--- config.mk ---
export PLATFORM = sky130hd
export DESIGN_NAME = magic_watchdog
export DESIGN_NICKNAME = d
export VERILOG_FILES = /design/src/rtl/magic_watchdog.sv
export SDC_FILE = /design/constraint.sdc
export NUM_CORES = 1
export LEC_CHECK = 0
export ABC_AREA = 0
export BUFFER_PORTS_ARGS = -buffer_cell sky130_fd_sc_hd__buf_4
export CAP_MARGIN = 20
export CORE_ASPECT_RATIO = 0.75
export CORE_UTILIZATION = 54
export DETAILED_ROUTE_END_ITERATION = 10
export PLACE_DENSITY = 0.84
export SLEW_MARGIN = 15
export SYNTH_ARGS = -nofsm -noshare
export SYNTH_HDL_FRONTEND = slang
export SYNTH_SLANG_ARGS = --single-unit
export TNS_END_PERCENT = 1
--- constraint.sdc ---
create_clock -name clk -period 4.8 [get_ports clk]
set_input_delay 0.96 -clock clk [delete_from_list [all_inputs] [get_ports clk]]
set_output_delay 0.96 -clock clk [all_outputs]
set_load 0.005 [all_outputs]
--- src/rtl/magic_watchdog.sv ---
module magic_watchdog #(
  parameter int DLY_W = 5,
  parameter int PULSE_LEN = 4,
  parameter int ADDR_W = 4,
  parameter logic [31:0] KEY_A = 32'hABCD1234,
  parameter logic [31:0] KEY_B = 32'h4321DCBA
) (
  input  logic              clk,
  input  logic              rst_n,
  input  logic              tick,
  input  logic              user_rst,
  input  logic [ADDR_W-1:0] bus_addr,
  input  logic [31:0]       bus_wdata,
  input  logic              bus_we,
  output logic [31:0]       bus_rdata,
  output logic              rst_req,
  output logic              irq
);
  localparam int CNT_W = (1 << DLY_W) + 1;
  localparam int PW = $clog2(PULSE_LEN + 1);
  localparam logic [ADDR_W-1:0] A_SOFT = ADDR_W'(0);
  localparam logic [ADDR_W-1:0] A_CFG  = ADDR_W'(4);
  localparam logic [ADDR_W-1:0] A_T1   = ADDR_W'(8);
  localparam logic [ADDR_W-1:0] A_T2   = ADDR_W'(12);
  localparam logic [CNT_W-1:0] ONE = CNT_W'(1);

  logic             cfg_en, running, armed;
  logic [DLY_W-1:0] cfg_dly;
  logic [CNT_W-1:0] count;
  logic [2:0]       cause, evt_code;
  logic [PW-1:0]    pulse_cnt;
  logic [DLY_W:0]   shamt;
  logic [CNT_W-1:0] limit, half;

  wire wr_soft = bus_we && bus_addr == A_SOFT;
  wire wr_cfg  = bus_we && bus_addr == A_CFG;
  wire wr_t1   = bus_we && bus_addr == A_T1;
  wire wr_t2   = bus_we && bus_addr == A_T2;

  assign shamt = {1'b0, cfg_dly} + {{DLY_W{1'b0}}, 1'b1};
  assign limit = ONE << shamt;
  assign half  = ONE << cfg_dly;

  wire service_ok = wr_t2 && armed && bus_wdata == KEY_B;
  wire bad_tickle = (wr_t1 && bus_wdata != KEY_A) || (wr_t2 && !service_ok);
  wire expire     = running && tick && !service_ok && count >= limit - ONE;
  wire evt        = user_rst || wr_soft || bad_tickle || expire;

  always_comb begin
    if (user_rst)        evt_code = 3'd4;
    else if (wr_soft)    evt_code = 3'd3;
    else if (bad_tickle) evt_code = 3'd2;
    else                 evt_code = 3'd1;
  end

  always_ff @(posedge clk or negedge rst_n) begin
    if (!rst_n) begin
      cfg_en    <= 1'b0;
      cfg_dly   <= '0;
      running   <= 1'b0;
      armed     <= 1'b0;
      count     <= '0;
      cause     <= 3'd0;
      pulse_cnt <= '0;
    end else if (evt) begin
      cause     <= evt_code;
      pulse_cnt <= PW'(PULSE_LEN);
      cfg_en    <= 1'b0;
      cfg_dly   <= '0;
      running   <= 1'b0;
      armed     <= 1'b0;
      count     <= '0;
    end else begin
      if (pulse_cnt != '0) pulse_cnt <= pulse_cnt - PW'(1);
      if (wr_cfg) begin
        cfg_en  <= bus_wdata[31];
        cfg_dly <= bus_wdata[DLY_W-1:0];
      end
      if (wr_t1)      armed <= 1'b1;
      else if (wr_t2) armed <= 1'b0;
      if (service_ok) begin
        count   <= '0;
        running <= cfg_en;
      end else if (wr_cfg && bus_wdata[31] && !running) begin
        running <= 1'b1;
        count   <= '0;
      end else if (running && tick) begin
        count <= count + ONE;
      end
    end
  end

  assign rst_req = pulse_cnt != '0;
  assign irq     = running && count >= half;

  always_comb begin
    case (bus_addr)
      A_CFG:   bus_rdata = {cfg_en, {(31-DLY_W){1'b0}}, cfg_dly};
      A_T1:    bus_rdata = {29'd0, cause};
      default: bus_rdata = 32'd0;
    endcase
  end

  a_r4_service_clears_irq: assert property (@(posedge clk) disable iff (!rst_n)
    service_ok |=> !irq);
  a_r3_bad_tickle_cause: assert property (@(posedge clk) disable iff (!rst_n)
    (bad_tickle && !user_rst) |=> (cause == 3'd2 && rst_req));
  a_r7_stop_pending: assert property (@(posedge clk) disable iff (!rst_n)
    (wr_cfg && !bus_wdata[31] && running && !user_rst && !expire) |=> running);
  a_r11_cause_sticky: assert property (@(posedge clk) disable iff (!rst_n)
    !evt |=> $stable(cause));
  a_r6_pulse_source: assert property (@(posedge clk) disable iff (!rst_n)
    $rose(rst_req) |-> $past(evt));
  a_r5_expire_resets: assert property (@(posedge clk) disable iff (!rst_n)
    expire |=> (!running && rst_req));
endmodule

# Word-level counts from Yosys, hierarchy flattened

Index checks and enable logic that the tools add are counted.

Register bits: 47
Latch bits: 0
Memory bits (writable): 0
Bits in read-only memories: 0
Input bits: 41
Output and inout bits: 34
Word-level logic and storage cells: 67
Memories kept: 0

Add/subtract/negate cells: 4
Multipliers: 0
Divide/modulo/power cells: 0
Order comparisons: 2
Eq/ne operators: 5
Shift operators: 2
Mux-type cells: 20
Bitwise gates (word level): 0
Reductions and logical operators: 27

Operators by type and width:

| operator                                            | count |
|---|---|
| two-way mux 33 bit                                  | 4 |
| >= comparator 33 bit                                | 2 |
| one-hot mux 32 bit (2 select lines)                 | 1 |
| adder 33 x 1 -> 33 bit (second input constant)      | 1 |
| left shift 1 x 5 -> 33 bit (first input constant)   | 1 |
| left shift 1 x 6 -> 33 bit (first input constant)   | 1 |
| subtractor 33 x 1 -> 33 bit (second input constant) | 1 |
| == test 32 x 31 -> 1 bit (second input constant)    | 1 |
| != test 32 bit (second input constant)              | 1 |
| logical AND 1 bit                                   | 14 |
| two-way mux 5 bit                                   | 2 |
| two-way mux 3 bit                                   | 3 |
| nonzero test 3 bit                                  | 3 |
| == test 4 bit (second input constant)               | 2 |
| two-way mux 1 bit                                   | 8 |
| adder 5 x 1 -> 6 bit (second input constant)        | 1 |
| == test 4 x 3 -> 1 bit (second input constant)      | 1 |
| logical NOT 4 bit                                   | 1 |
| logical OR 1 bit                                    | 4 |
| two-way mux 2 bit                                   | 2 |
| nonzero test 2 bit                                  | 2 |
| nonzero test 4 bit                                  | 1 |
| subtractor 3 x 1 -> 3 bit (second input constant)   | 1 |
| logical NOT 1 bit                                   | 2 |

# Depth between registers and ports, before layout

Gate-level depths: netlist (run 1).

Depth in word-level cells: 10
Gate-level depth with buffers: 22
Mapped depth without buffers: 18

# Worst setup path after synthesis (run 1)

OpenSTA, ideal clock, no wires.

Kind: register to register
Start point: register cfg_dly[1]
End point: register count[25]
Setup time: 0.130 ns
Data arrival time: 4.937 ns
Required time: 4.670 ns
Slack: -0.267 ns
Stages on the path, launching flop included: 22
Path buffers: 5
Clock period less this slack: 5.067 ns
Cells stage by stage: dfrtp_1 -> clkbuf_1 -> nand2_1 -> inv_1 -> ha_1 -> clkbuf_1 -> clkbuf_1 -> nand3_1 -> ha_1 -> clkbuf_1 -> o2111ai_1 -> a221o_1 -> mux2i_1 -> a21oi_1 -> ha_1 -> nand4_1 -> or4_1 -> a2111oi_0 -> nor3_1 -> clkbuf_1 -> a31oi_1 -> o31ai_1

Cells in the longest elaborated chain, start to end: 7
Elaborated cells on any way between the ends: 8
Those cells by class: add/sub (2); order compare (1); shift (1); mux (1); reduce/logical (3)

Ends and longest elaborated chain:

| what                                                                             | RTL line | text |
|---|---|---|
| start: declaration                                                               | 28       | `logic [DLY_W-1:0] cfg_dly;` |
| start signal: assignment                                                         | 77       | `cfg_dly <= bus_wdata[DLY_W-1:0];` |
| adder 5 x 1 -> 6 bit (*)                                                         | 40       | `assign shamt = {1'b0, cfg_dly} + {{DLY_W{1'b0}}, 1'b1};` |
| left shift 1 x 6 -> 33 bit (*)                                                   | 41       | `assign limit = ONE << shamt;` |
| subtractor 33 x 1 -> 33 bit (*)                                                  | 46       | `wire expire = running && tick && !service_ok && count >= limit - ONE;` |
| >= comparator 33 bit (*)                                                         | 46       |  |
| logical AND 1 bit (*)                                                            | 46       |  |
| logical OR 1 bit (*)                                                             | 47       | `wire evt = user_rst \|\| wr_soft \|\| bad_tickle \|\| expire;` |
| nonzero test 4 bit (no source line) / two-way mux 33 bit (equally long branches) | n/a      |  |
| end signal: assignment                                                           | 88       | `count <= count + ONE;` |
| end: declaration                                                                 | 29       | `logic [CNT_W-1:0] count;` |

Every way passes the cells marked *; elsewhere a longest branch is shown, timed or not.
A chain may end at the register's enable or synchronous reset.

# Worst setup path in the final report (run 1)

Ends and elaborated chain as after synthesis.

==> results of run 1 <==
## per-stage QoR
stage,hold slack (ns),instances,worst slack [ns]
4_1_cts,0.537,867,0.0595
2_1_floorplan,0.483,718,0.0116
5_1_grt,0.552,870,-0.0685
6_report,0.539,870,0.183
3_5_place_dp,0.523,860,0.0851
3_3_place_gp,0.511,860,0.128
## critical path: stages, from the launching register on
cell and delay, ns:
dfrtp_1 0.38, nand2_1 0.09, inv_1 0.07, ha_1 0.32, and3_1 0.23, nand2_1 0.13, ha_2 0.25, o2111ai_1 0.15
a221o_2 0.43, mux2i_1 0.17, a21oi_1 0.10, ha_1 0.33, nand4_1 0.16, or4_1 0.50, nand2b_1 0.21, nand4_1 0.11
buf_4 0.15, buf_4 0.11, nor3_2 0.03, buf_4 0.24, a31oi_1 0.21, o31ai_1 0.10
## worst max path at each step
stage | start | endpoint | slack (ns)
3_5_place_dp | cfg_dly[1]$_DFFE_PN0P_ | count[15]$_DFFE_PN0P_ | 0.09
4_1_cts | cfg_dly[1]$_DFFE_PN0P_ | count[10]$_DFFE_PN0P_ | 0.06
5_1_grt | cfg_dly[1]$_DFFE_PN0P_ | cause[0]$_DFFE_PN0P_ | -0.07
6_report | cfg_dly[1]$_DFFE_PN0P_ | count[25]$_DFFE_PN0P_ | 0.18
2_1_floorplan | cfg_dly[1]$_DFFE_PN0P_ | count[15]$_DFFE_PN0P_ | 0.01
3_3_place_gp | cfg_dly[1]$_DFFE_PN0P_ | count[15]$_DFFE_PN0P_ | 0.13
## power groups by stage
| stage | clock network [uW] | registers (uW) | logic (uW) |
|---|---|---|---|
| floorplan | 0 | 423 | 129 |
| global placement | 0 | 424 | 181 |
| detailed placement | 0 | 425 | 187 |
| CTS | 406 | 418 | 189 |
| global route | 424 | 419 | 218 |
| finish | 403 | 418 | 197 |
## routing by layer
layer | GRT usage | vias to the layer above | wire [um] | share of wire
met2 | 0.480 | 316 | 7090 | 0.43
met5 | 0 | - | 0 | 0
met3 | 0.0557 | 42 | 1780 | 0.11
li1 | - | 2581 | - | -
met1 | 0.477 | 2599 | 7230 | 0.44
met4 | 0.0967 | 0 | 378 | 0.023
## state kept, by name (all words and copies together) (netlist names)
| signal | flops |
|---|---|
| armed | 1 |
| cause | 3 |
| cfg_dly | 5 |
| cfg_en | 1 |
| count | 33 |
| pulse_cnt | 3 |
| running | 1 |
## synth_stat cells, types with 3 or more instances
master	n	share of area
nand2_1	108	0.077
ha_1	71	0.17
nand3_1	55	0.052
nor2_1	52	0.037
a21oi_1	49	0.047
dfrtp_1	47	0.22
buf_4	26	0.037
clkbuf_1	26	0.019
o21ai_0	25	0.024
nand4_1	22	0.026
inv_1	21	0.015
nor3_1	19	0.018
a21o_1	13	0.019
o311ai_0	11	0.018
xnor2_1	11	0.018
o21a_1	10	0.014
or3_1	10	0.012
and3_1	9	0.011
xor2_1	8	0.013
and2_1	7	0.0083
nor2b_1	7	0.0083
a22oi_1	6	0.0086
nor4_1	6	0.0071
a31oi_1	5	0.0060
nor3b_1	5	0.0071
a211oi_1	4	0.0057
nand2b_1	4	0.0048
o31ai_1	4	0.0057
a2111oi_0	3	0.0050
and4_1	3	0.0050
and4b_1	3	0.0057
## area by class of cell
| cell class | instances | area (um^2) | share of cell area |
|---|---|---|---|
| clock buffers | 6 | 129 | 0.0216 |
| clock inverters | 1 | 30.0 | 0.00503 |
| inverters | 21 | 78.8 | 0.0132 |
| multi-input cells | 595 | 3860 | 0.646 |
| flip-flops and latches | 47 | 1180 | 0.197 |
| well taps | 128 | 160 | 0.0268 |
| repair buffers | 72 | 541 | 0.0905 |
## cell usage in the layout, fill, tap and decap left out, types with 6 or more instances in the layout
master	netlist	routed
nand3_1	55	54
o21a_1	10	10
buf_4	26	72
or3_1	10	10
o311ai_0	11	10
and3_1	9	9
a21o_1	13	13
ha_1	71	70
nor3_1	19	16
xor2_1	8	8
a21oi_1	49	49
o21ai_0	25	25
nor2b_1	7	7
a22oi_1	6	6
nor2_1	52	52
inv_1	21	20
and2_1	7	7
conb_1	1	26
nand4_1	22	22
nand2_1	108	107
dfrtp_1	47	47
xnor2_1	11	11
## timing repair
| item | CTS | global route |
|---|---|---|
| buffers inserted | 0 | 2 |
| endpoints found under the setup margin | 0 | 40 |
| resized for setup | 0 | 15 |
## cell families after synthesis
logic type               count (synthesis)
XOR/XNOR                                19
multiplexers                             2
AO/OA/AOI/OAI                          146
buffers and inverters                   77
adder cells (fa/ha/maj)                 71
AND/OR/NAND/NOR                        330
flip-flops                              47
other                                    1
==> impl_metrics.json, run 1 <==
{
  "grt_pass1_vias": 5062,
  "worstPathArrival_ns": 4.78,
  "cap_viol_max_count": 0,
  "drive_gt1_frac": 0.136,
  "die_x_um": 116,
  "core_area_mm2": 0.00923,
  "vias": 5538,
  "synthArstFlopShare": 1.00,
  "yosys.area_share.xor_xnor": 0.0317,
  "synth-seq-area-share": 0.224,
  "clkLatencyLatePin_ns": 0.29,
  "r2r_setup_slack_ns": 0.18,
  "crit_required_ns": 4.97,
  "firstDrtPassIters": 6,
  "holdCritPathClass": "reg2reg",
  "grt_usage": 0.324,
  "row_count": 30,
  "drt-total-wl_um": 16500,
  "port-buffer-count": 48,
  "fin_crit_sh": 0.962,
  "status": "completed",
  "synth.cell_area_mm2": 0.00525,
  "die_height_um": 87.4,
  "ir_drop_v": 0.000202,
  "combPwrFrac": 0.194,
  "yosysWarnings": 0,
  "cts_hold_buf": 0,
  "worstPathMaxFanout": 25,
  "grt.overflow.total": 0,
  "clock_skew_ns": 0.00699,
  "hold_end": "cause[2]$_DFFE_PN0P_",
  "reg2regPathDepth": 21,
  "report.final.slew_viol_count": 0,
  "via_per_inst": 6.37,
  "p_sw_uw": 281,
  "globalplace.congestion": 0.963,
  "cts_buffer_depth": 2,
  "synth_edf_count": 0,
  "fillers": 812,
  "synth_compound_area_frac": 0.178,
  "start_util": 0.569,
  "final_nets": 854,
  "place_area_mm2": 0.00573,
  "synth_cells": 693,
  "hold_depth": 1,
  "switching_share": 0.276,
  "fmax_mhz": 217,
  "synthSimpleGateAreaFrac": 0.318,
  "crit_path_end_kind": "flop",
  "synthAdderAreaFrac": 0.169,
  "dr.first_iter.drc_count": 661,
  "synthDistinctLibCells": 62,
  "clockRootBuffer": "clkbuf_16",
  "synth_top_family_by_area": "simple AND/OR/NAND/NOR gates",
  "final_hold_viol_count": 0,
  "power_density_mw_per_mm2": 170,
  "antenna_cells": 0,
  "clkTransAtPathRegs_ns": 0.07,
  "stdcell_area_mm2": 0.00597,
  "fin_setup_tns_ns": 0,
  "synthMuxAreaShare": 0.00381,
  "leakage_uw": 0.00273,
  "final-setup-viol-count": 0,
  "utilization": 0.647,
  "p_total_uw": 1020,
  "area_growth_pct": 13.7,
  "crit_type": "reg2reg",
  "grt_pass1_wl_um": 25100,
  "reg2reg_to": "count[25]$_DFFE_PN0P_",
  "clkSinkCount": 47,
  "ys_ff_latch": 47,
  "power.internal_uw": 737,
  "drc_errors": 0,
  "clock_power_share": 0.396,
  "power_frac_seq": 0.410,
  "ios": 75,
  "ant_nets": 0,
  "grt_max_degree": 48,
  "hold_start": "cause[2]$_DFFE_PN0P_",
  "antenna_found_initial": 0,
  "syn_avg_cell_area_um2": 7.58,
  "relSlewSlack": 0.406,
  "cts_htree_levels": 2,
  "rr_startpoint": "cfg_dly[1]$_DFFE_PN0P_",
  "start_kind": "flop",
  "worstMarginPinSlew_ns": 0.890,
  "cts_buffers": 5,
  "ys.flop_type": "dfrtp_1",
  "dieArea_mm2": 0.0101,
  "wl_per_cell_um": 18.9,
  "cts_tree": "built",
  "place_hpwl_um": 12400,
  "fin_crit_ns": 4.62
}
No activity file was read; power rests on OpenSTA's default activity.
==> run 2, diff against run 1 <==
--- a/config.mk
+++ b/config.mk
@@ -6,10 +6,11 @@
 export NUM_CORES = 1
 export LEC_CHECK = 0
 export ABC_AREA = 0
-export BUFFER_PORTS_ARGS = -buffer_cell sky130_fd_sc_hd__buf_4
+export BUFFER_PORTS_ARGS = -buffer_cell sky130_fd_sc_hd__buf_2
 export CAP_MARGIN = 20
 export CORE_ASPECT_RATIO = 0.75
 export CORE_UTILIZATION = 54
+export CTS_CLUSTER_SIZE = 40
 export DETAILED_ROUTE_END_ITERATION = 10
 export PLACE_DENSITY = 0.84
 export SLEW_MARGIN = 15
==> run 2 against run 1 <==
  * Fmax up 1.3%
  * Sequential cell count unchanged
  * Routed wire length down 0.78%
  * Sequential power about the same
  * Critical path depth down 1
  * Cell count up 0.11%
  * Critical endpoint is now count[1]$_DFFE_PN0P_
==> impl_metrics.json, run 2 (synthesis results as in run 1) <==
{
  "status": "completed",
  "cts_buffers": 5,
  "antenna_found_initial": 0,
  "cts_hold_buf": 0,
  "power_density_mw_per_mm2": 171,
  "cap_viol_max_count": 0,
  "clkSinkCount": 47,
  "crit_path_end_kind": "flop",
  "fin_cells": 871,
  "antenna_cells": 0,
  "rsz0062_at_grt": "true",
  "worstMarginPinSlew_ns": 0.891,
  "place_inst": 861,
  "firstDrtPassIters": 6,
  "cp-startpoint": "cfg_dly[1]$_DFFE_PN0P_",
  "fin_crit_ns": 4.56,
  "start_util": 0.569,
  "cts_tree": "built",
  "cp_num_buf_inv": 4,
  "largest_register_ffs": 33,
  "die_x_um": 116,
  "clkLatencyLatePin_ns": 0.29,
  "crit_required_ns": 4.98,
  "ios": 75,
  "drt-total-wl_um": 16400,
  "start_kind": "flop",
  "cp_slowest_cell": "or4_4",
  "hold_end": "pulse_cnt[2]$_DFFE_PN0P_",
  "dr.first_iter.drc_count": 684,
  "globalplace.congestion": 0.977,
  "place_hpwl_um": 12400,
  "row_count": 30,
  "hold_start": "pulse_cnt[2]$_DFFE_PN0P_",
  "ant_nets": 0,
  "wl_per_cell_um": 18.8,
  "reg_top3": "count: 33 flops, cfg_dly: 5 flops",
  "port-buffer-count": 48,
  "utilization": 0.637,
  "cp_cell_sequence": "nand2_1, inv_1, ha_1, and3_1, nand2_1, ha_4, o2111ai_1, a221o_2, nor3_1, a31oi_1, ha_1, nand4_1, or4_4, nand2b_1, nand4_1, buf_4, buf_4, nor3_2, buf_4, a32o_1",
  "relSlewSlack": 0.405,
  "grt_pass1_wl_um": 25200,
  "clockRootBuffer": "clkbuf_16",
  "rr_startpoint": "cfg_dly[1]$_DFFE_PN0P_",
  "worstPathMaxFanout": 25,
  "dieArea_mm2": 0.0101,
  "via_per_inst": 6.38,
  "reg2regPathDepth": 20,
  "grt_max_degree": 48,
  "hold_depth": 2,
  "drive_gt1_frac": 0.140,
  "report.final.slew_viol_count": 0,
  "largest_register": "count",
  "ir_drop_v": 0.000161,
  "cpMostUsedCell": "buf_4",
  "r2r_setup_slack_ns": 0.24,
  "clkTransAtPathRegs_ns": 0.07,
  "cts_htree_levels": 2,
  "final_cell_mix": "nand2_1, ha_1, nand3_1",
  "die_height_um": 87.4,
  "worstPathArrival_ns": 4.74,
  "leakage_uw": 0.00271,
  "final_common_cell": "nand2_1",
  "crit_type": "reg2reg",
  "grt.overflow.total": 0,
  "fin_crit_sh": 0.950,
  "final_hold_viol_count": 0,
  "grt_usage": 0.320,
  "grt_pass1_vias": 5124,
  "drc_errors": 0,
  "reg2reg_to": "count[1]$_DFFE_PN0P_",
  "holdCritPathClass": "reg2reg",
  "vias": 5559,
  "fmax_mhz": 219,
  "core_area_mm2": 0.00923,
  "cts_buffer_depth": 2,
  "crit_family": "simple AND/OR/NAND/NOR gates",
  "clock_skew_ns": 0.00549,
  "final_nets": 855,
  "area_growth_pct": 12.0,
  "final-setup-viol-count": 0,
  "slowest_delay_ns": 0.52
}
==> run 2: worst max path at each step <==
stage	to	slack, ns	cells after the start
3_3_place_gp	count[15]$_DFFE_PN0P_	0.09	19
6_report	count[1]$_DFFE_PN0P_	0.24	20
4_1_cts	count[15]$_DFFE_PN0P_	0.04	19
5_1_grt	count[15]$_DFFE_PN0P_	-0.1	19
2_1_floorplan	count[15]$_DFFE_PN0P_	0.01	22
3_5_place_dp	count[15]$_DFFE_PN0P_	0.07	18
==> run 2: report_power, final <==
group	internal (uW)	total (uW)	switching, uW	leakage, uW
Combinational	75.7	190	114	0.00199
Sequential	409	418	8.92	0.000644
Clock	244	397	154	0.0000769
Total	728	1010	277	0.00271
==> run 2: final cells by class <==
class                           count  area [um^2]
Timing Repair Buffer               73          430
Clock inverter                      1         30.0
Multi-Input combinational cell    595         3880
Sequential cell                    47         1180
Tap cell                          128          160
Clock buffer                        6          129
Inverter                           21         78.8
Fill cell                         808         3350
==> run 2: timing repair <==
item                       CTS  global route
setup buffers                0             2
resized for setup            0            20
setup endpoints to repair    0            45
==> run 2: per-stage QoR <==
step / hold slack [ns] / cell area (um^2) / setup WS, ns / setup TNS [ns] / power (uW)
6_report: 0.539 / 5880 / 0.240 / 0 / 1010
3_3_place_gp: 0.531 / 5620 / 0.0916 / 0 / 596
4_1_cts: 0.545 / 5780 / 0.0412 / 0 / 998
3_5_place_dp: 0.527 / 5620 / 0.0721 / 0 / 603
2_1_floorplan: 0.483 / 5360 / 0.0116 / 0 / 552
5_1_grt: 0.577 / 5880 / -0.0995 / -0.404 / 1050
==> run 2: metal layers <==
metal | global-route usage | share of wire | vias up
li1 | - | - | 2576
met1 | 0.457 | 0.44 | 2625
met2 | 0.484 | 0.44 | 319
met3 | 0.0731 | 0.10 | 39
met4 | 0.0804 | 0.017 | 0
met5 | 0 | 0 | -
==> run 2: worst reg2reg max path: stages (launching register included) <==
cell and delay (ns):
dfrtp_1 0.38, nand2_1 0.09, inv_1 0.08, ha_1 0.33, and3_1 0.24, nand2_1 0.16, ha_4 0.19, o2111ai_1 0.14
a221o_2 0.43, nor3_1 0.19, a31oi_1 0.09, ha_1 0.34, nand4_1 0.11, or4_4 0.52, nand2b_1 0.20, nand4_1 0.13
buf_4 0.15, buf_4 0.11, nor3_2 0.03, buf_4 0.24, a32o_1 0.30
